<file path="config.mk">
export PLATFORM = sky130hd
export DESIGN_NAME = zt_sram
export DESIGN_NICKNAME = d
export VERILOG_FILES = /design/src/rtl/zt_sram_pkg.sv /design/src/rtl/zt_sram_ctrl.sv /design/src/rtl/zt_sram_dp.sv /design/src/rtl/zt_sram.sv
export SDC_FILE = /design/constraint.sdc
export NUM_CORES = 1
export LEC_CHECK = 0
export ABC_AREA = 0
export ABC_CLOCK_PERIOD_IN_PS = 3030
export BUFFER_PORTS_ARGS = -buffer_cell sky130_fd_sc_hd__buf_4
export CAP_MARGIN = 20
export CELL_PAD_IN_SITES_DETAIL_PLACEMENT = 1
export CELL_PAD_IN_SITES_GLOBAL_PLACEMENT = 1
export CORE_MARGIN = 1.5
export CORE_UTILIZATION = 55
export CTS_CLUSTER_DIAMETER = 30
export DETAILED_ROUTE_END_ITERATION = 8
export GPL_ROUTABILITY_DRIVEN = 0
export PLACE_DENSITY_LB_ADDON = 0.1
export SLEW_MARGIN = 30
export SYNTH_ARGS = -nofsm -noshare
export SYNTH_HDL_FRONTEND = slang
export SYNTH_SLANG_ARGS = --single-unit
</file>
<file path="constraint.sdc">
create_clock -name clk -period 3.03 [get_ports clk]
set_input_delay 0.4545 -clock clk [delete_from_list [all_inputs] [get_ports clk]]
set_output_delay 0.4545 -clock clk [all_outputs]
set_load 0.01 [all_outputs]
</file>
<file path="src/rtl/zt_sram_pkg.sv">
package zt_sram_pkg;
  typedef enum logic [1:0] {
    OP_NONE  = 2'd0,
    OP_READ  = 2'd1,
    OP_WRITE = 2'd2
  } op_e;

  // Strobes from control to datapath, valid for the current active edge.
  typedef struct packed {
    logic commit;  // oldest registry entry writes the array from dIn
    logic load;    // output register takes the read word
    logic drop;    // output register goes invalid
  } strobe_s;
endpackage

</file>
<file path="src/rtl/zt_sram_ctrl.sv">
module zt_sram_ctrl
  import zt_sram_pkg::*;
#(
  parameter int ADDR_W  = 6,
  parameter int LANES   = 2,
  parameter int BURST_W = 2
) (
  input  logic              clk,
  input  logic              rstN,
  input  logic [ADDR_W-1:0] addr,
  input  logic              ceN,
  input  logic              ce2,
  input  logic              ce2N,
  input  logic              advLd,
  input  logic              weN,
  input  logic [LANES-1:0]  bwN,
  input  logic              ckeN,
  input  logic              sleep,
  input  logic              seqLinear,
  output strobe_s           stb,
  output logic [ADDR_W-1:0] rdAddr,
  output logic [ADDR_W-1:0] wrAddr,
  output logic [LANES-1:0]  wrMask
);
  localparam int HI_W = ADDR_W - BURST_W;

  logic              act, sel;
  op_e               lastOp, cmdOp, op1, op2;
  logic [ADDR_W-1:0] baseQ, cmdAddr, a1, a2;
  logic [BURST_W-1:0] cntQ, cntNext, lowBits;
  logic [LANES-1:0]  cmdMask, m1, m2;

  assign act = !ckeN && !sleep;
  assign sel = !ceN && ce2 && !ce2N;

  always_comb begin
    cntNext = advLd ? cntQ + 1'b1 : '0;
    lowBits = seqLinear ? baseQ[BURST_W-1:0] + cntNext
                        : baseQ[BURST_W-1:0] ^ cntNext;
    if (advLd) begin
      cmdOp   = lastOp;
      cmdAddr = {baseQ[ADDR_W-1 -: HI_W], lowBits};
    end else begin
      cmdOp   = !sel ? OP_NONE : (weN ? OP_READ : OP_WRITE);
      cmdAddr = addr;
    end
    cmdMask = (cmdOp == OP_WRITE) ? ~bwN : '0;
  end

  always_ff @(posedge clk or negedge rstN) begin
    if (!rstN) begin
      lastOp <= OP_NONE;
      op1    <= OP_NONE;
      op2    <= OP_NONE;
      baseQ  <= '0;
      cntQ   <= '0;
      a1     <= '0;
      a2     <= '0;
      m1     <= '0;
      m2     <= '0;
    end else if (act) begin
      lastOp <= cmdOp;
      cntQ   <= cntNext;
      if (!advLd) baseQ <= addr;
      op1    <= cmdOp;
      a1     <= cmdAddr;
      m1     <= cmdMask;
      op2    <= op1;
      a2     <= a1;
      m2     <= m1;
    end
  end

  assign stb.commit = act && (op2 == OP_WRITE);
  assign stb.load   = act && (op1 == OP_READ);
  assign stb.drop   = act && (op1 != OP_READ);
  assign rdAddr     = a1;
  assign wrAddr     = a2;
  assign wrMask     = m2;
endmodule

</file>
<file path="src/rtl/zt_sram_dp.sv">
module zt_sram_dp
  import zt_sram_pkg::*;
#(
  parameter int ADDR_W = 6,
  parameter int LANES  = 2,
  parameter int LANE_W = 9,
  localparam int DATA_W = LANES * LANE_W,
  localparam int DEPTH  = 1 << ADDR_W
) (
  input  logic              clk,
  input  logic              rstN,
  input  strobe_s           stb,
  input  logic [ADDR_W-1:0] rdAddr,
  input  logic [ADDR_W-1:0] wrAddr,
  input  logic [LANES-1:0]  wrMask,
  input  logic [DATA_W-1:0] dIn,
  input  logic              oeN,
  input  logic              sleep,
  output logic [DATA_W-1:0] qOut,
  output logic              qDrive
);
  logic [DATA_W-1:0] mem [DEPTH];
  logic [DATA_W-1:0] rdWord, outQ;
  logic              outValid, hit;

  // Forward the lanes of the write committing on this edge into the read.
  always_comb begin
    rdWord = mem[rdAddr];
    hit    = stb.commit && (wrAddr == rdAddr);
    for (int i = 0; i < LANES; i++) begin
      if (hit && wrMask[i]) rdWord[i*LANE_W +: LANE_W] = dIn[i*LANE_W +: LANE_W];
    end
  end

  always_ff @(posedge clk) begin
    if (stb.commit) begin
      for (int i = 0; i < LANES; i++) begin
        if (wrMask[i]) mem[wrAddr][i*LANE_W +: LANE_W] <= dIn[i*LANE_W +: LANE_W];
      end
    end
  end

  always_ff @(posedge clk or negedge rstN) begin
    if (!rstN) begin
      outQ     <= '0;
      outValid <= 1'b0;
    end else if (stb.load) begin
      outQ     <= rdWord;
      outValid <= 1'b1;
    end else if (stb.drop) begin
      outValid <= 1'b0;
    end
  end

  assign qOut   = outQ;
  assign qDrive = outValid && !oeN && !sleep;
endmodule

</file>
<file path="src/rtl/zt_sram.sv">
module zt_sram
  import zt_sram_pkg::*;
#(
  parameter int ADDR_W  = 6,
  parameter int LANES   = 2,
  parameter int LANE_W  = 9,
  parameter int BURST_W = 2,
  localparam int DATA_W = LANES * LANE_W
) (
  input  logic              clk,
  input  logic              rstN,
  input  logic [ADDR_W-1:0] addr,
  input  logic              ceN,
  input  logic              ce2,
  input  logic              ce2N,
  input  logic              advLd,
  input  logic              weN,
  input  logic [LANES-1:0]  bwN,
  input  logic              ckeN,
  input  logic              oeN,
  input  logic              seqLinear,
  input  logic              sleep,
  input  logic [DATA_W-1:0] dIn,
  output logic [DATA_W-1:0] qOut,
  output logic              qDrive
);
  strobe_s           stb;
  logic [ADDR_W-1:0] rdAddr, wrAddr;
  logic [LANES-1:0]  wrMask;

  zt_sram_ctrl #(.ADDR_W(ADDR_W), .LANES(LANES), .BURST_W(BURST_W)) u_ctrl (
    .clk(clk), .rstN(rstN), .addr(addr), .ceN(ceN), .ce2(ce2), .ce2N(ce2N),
    .advLd(advLd), .weN(weN), .bwN(bwN), .ckeN(ckeN), .sleep(sleep),
    .seqLinear(seqLinear), .stb(stb), .rdAddr(rdAddr), .wrAddr(wrAddr),
    .wrMask(wrMask)
  );

  zt_sram_dp #(.ADDR_W(ADDR_W), .LANES(LANES), .LANE_W(LANE_W)) u_dp (
    .clk(clk), .rstN(rstN), .stb(stb), .rdAddr(rdAddr), .wrAddr(wrAddr),
    .wrMask(wrMask), .dIn(dIn), .oeN(oeN), .sleep(sleep), .qOut(qOut),
    .qDrive(qDrive)
  );
endmodule

</file>
==> results.py <==
metrics = {
    "run_status": {
        "outcome": "finished, final reports clean",
    },
    "floorplan": {
        "fp-row-count": 107,
        "core-area_mm2": 0.08515,
        "die_height_um": 296.0,
        "start_util_pct": 55.44,
        "io-pin-count": 56,
        "die_area_mm2": 0.08760,
        "die_w_um": 296.0,
    },
    "yosys": {
        "synth_top_area_share_pct": 73.28,
        "netlist_instances": 2442,
        "netlist_top_cells_area": "edfxtp_1 73%, mux4_2 9.2%, mux2i_1 4.5%",
        "synth_area_mm2": 0.04721,
        "avgSynthCellArea_um2": 19.33,
        "async_flop_share_pct": 3.920,
        "synth.largest_area_cell": "edfxtp_1",
        "synth_most_common_cell": "edfxtp_1",
        "synth_common_cells": "1152 x edfxtp_1, 210 x mux2i_1, 192 x mux4_2, 155 x nor2_1, 98 x a22oi_1",
        "ys.flop_type": "edfxtp_1",
        "yosys_warnings": 0,
        "ys_types": 63,
        "synth_edf_count": 1152,
        "ys_ff_latch": 1199,
        "synthesis.nets": 2480,
        "ys_seq_area_share_pct": 75.77,
    },
    "worst_setup_path": {
        "path_class": "reg -> reg",
        "worst_ep_required_time_ns": 3.77,
        "arrival_ns": 3.67,
        "worstSetupStartpointType": "register",
        "end_kind": "register",
        "path_max_fanout": 29,
    },
    "sta": {
        "min_period_ns": 2.934,
        "worstMarginPinSlew_ns": 1.086,
        "clock_skew_ns": 0.03467,
        "min_period_over_period_pct": 96.82,
        "setup_tns_ns": 0,
        "holdWs_ns": 0.05529,
        "rsz0062_at_grt": "no",
        "slew_viol_final": 0,
        "hold_viol_final": 0,
        "setup_viol": 0,
        "slew_headroom_pct": 27.61,
        "fmax_mhz": 340.9,
    },
    "routing": {
        "drc_errors": 0,
        "drt_first_pass_iters": 5,
        "ant_nets": 0,
        "wl_per_cell_um": 33.70,
        "drtIter0Drc": 2699,
        "routed_wl_um": 141100,
        "via_count": 26810,
        "viasPerCell": 6.401,
    },
    "clocking": {
        "htreeDepth": 4,
        "insertion_delay_ns": 0.81,
        "numCtsBuffers": 223,
        "cts.clk_slew.worst_paths_ns": 0.05,
        "cts_tree": "done",
        "clockBufferDepth": 3,
        "cts.sinks": 1199,
        "postCtsSetupRepairBufs": 0,
        "root_buffer": "clkbuf_16",
    },
    "power": {
        "max-vdd-ir-drop_v": 0.0006605,
        "powerDensity_mw_per_mm2": 866.5,
        "p_leak_nw": 19.81,
    },
    "final_layout": {
        "drive_above_1_share_pct": 30.49,
        "n_antenna_cell": 0,
        "num-nets-final": 2891,
        "area_growth_pct": 23.23,
    },
    "global_routing": {
        "grt_use_total_pct": 33.06,
        "overflow": 0,
        "grt_pass1_vias": 28960,
        "grt_max_degree": 76,
        "antenna_found_initial": 1,
        "grt_pass1_wl_um": 203400,
    },
    "min_path": {
        "worstHoldPathType": "in -> reg",
    },
    "flow_run": {
        "drv_cap": 0,
    },
    "placed_design": {
        "portBuffers": 55,
        "place_hpwl_um": 83350,
    },
}
[per-stage QoR]
step / worst slack (ns) / power [mW] / std cells / utilization [%] / cell area, µm²
global route: 0.1034 / 51.48 / 4188 / 68.32 / 58170
detailed placement: 0.09569 / 25.15 / 3761 / 59.14 / 50350
floorplan: 0.7075 / 22.55 / 2442 / - / 47210
CTS: 0.05628 / 50.55 / 4188 / 68.31 / 58160
finish: 0.09624 / 50.41 / 4188 / 68.32 / 58170
global placement: 0.1533 / 25.00 / 3761 / 59.14 / 50350
[where the power goes]
part | switching [mW] | leakage, nW | internal (mW)
Combinational | 3.85 | 5.16 | 2.52
Clock | 8.81 | 3.71 | 16.5
Sequential | 0.339 | 10.9 | 18.4
[cells in the final DEF (no fill, tap or decap), types with 5 or more instances in the layout]
cell,count
a211oi_1,18
a21oi_1,63
a221o_1,12
a221oi_1,9
a22o_1,9
a22oi_1,98
a31oi_1,15
buf_12,17
buf_4,301
bufinv_16,34
clkbuf_1,19
clkbuf_16,224
clkinv_1,28
clkinv_2,34
clkinv_4,23
clkinv_8,5
clkinvlp_4,25
dfrtp_1,42
dlygate4sd3_1,11
edfxtp_1,1152
inv_1,11
inv_6,17
mux2_2,25
mux2i_1,210
mux4_2,192
nand2_1,81
nand2b_1,7
nand3_1,24
nand3b_1,10
nor2_1,154
nor2b_1,24
nor3_1,15
nor4_1,10
o21ai_0,18
o21ai_1,12
o22ai_1,10
or3_1,5
or3b_2,5
xor2_1,7
[state kept, by name (all words and copies together), names as in the netlist]
register	count
u_ctrl.cntQ	2
u_ctrl.m1	2
u_ctrl.baseQ	6
u_ctrl.lastOp	2
u_ctrl.rdAddr	6
u_ctrl.op2	2
u_dp.outValid	1
u_dp.mem	1152
u_ctrl.wrMask	2
u_ctrl.wrAddr	6
u_dp.qOut	18
[cell type report]
type	instances	area, µm²
flip-flops and latches	1199	35780
fillers	6874	26970
multi-input cells	1089	10510
clock buffers	245	5704
repair buffers	329	2710
clock inverters	171	1998
well taps	1144	1431
inverters	11	41.29
[timing repair]
item | CTS | global route
gates resized for setup | 0 | 1
setup endpoints to repair | 0 | 1
endpoints found under the hold margin | 57 | 0
hold buffers | 11 | 0
[layer usage]
layer | GRT usage [%] | part of all wire, % | vias up
met5 | 0 | 0 | -
met4 | 15.64 | 4.6 | 0
met3 | 6.550 | 7.5 | 314
met2 | 55.12 | 50 | 1353
met1 | 42.01 | 37 | 14270
li1 | - | - | 10870
[kinds of logic (layout without fill, tap and decap cells)]
kind of cell               Yosys count  in the layout  share of synthesized area [%]
AOI/OAI and AO/OA                  285            285                          4.116
adders and majority gates            1              1                        0.02650
muxes                              427            427                          14.21
DFF                               1199           1199                          75.77
buffers and inverters              154            756                          2.052
and+or+nand+nor                    367            367                          3.655
xor gates and xnor gates             9              9                         0.1670
[final timing paths]
path	startpoint	to	slack, ns	depth (start not counted)
setup / recovery	u_ctrl.rdAddr[5]	u_dp.qOut[4]	0.1	6
min in group asynchronous	rstN	u_ctrl.cntQ[1]	0.27	2
setup reg to reg	u_ctrl.rdAddr[5]	u_dp.qOut[4]	0.1	6
max in group asynchronous	rstN	u_ctrl.rdAddr[1]	2.18	2
hold / removal	advLd	u_ctrl.cntQ[1]	0.06	2
hold reg to reg	u_ctrl.wrMask[0]	u_ctrl.wrMask[0]	0.49	2
[critical path, stage by stage, from the launching register on]
cell and delay [ns]:
dfrtp_2 0.88, nand2_1 0.68, nor3b_1 0.45, a31oi_1 0.17, a41o_1 0.35, a31oi_1 0.18, a21o_1 0.12
No activity file was read; power rests on OpenSTA's default activity.
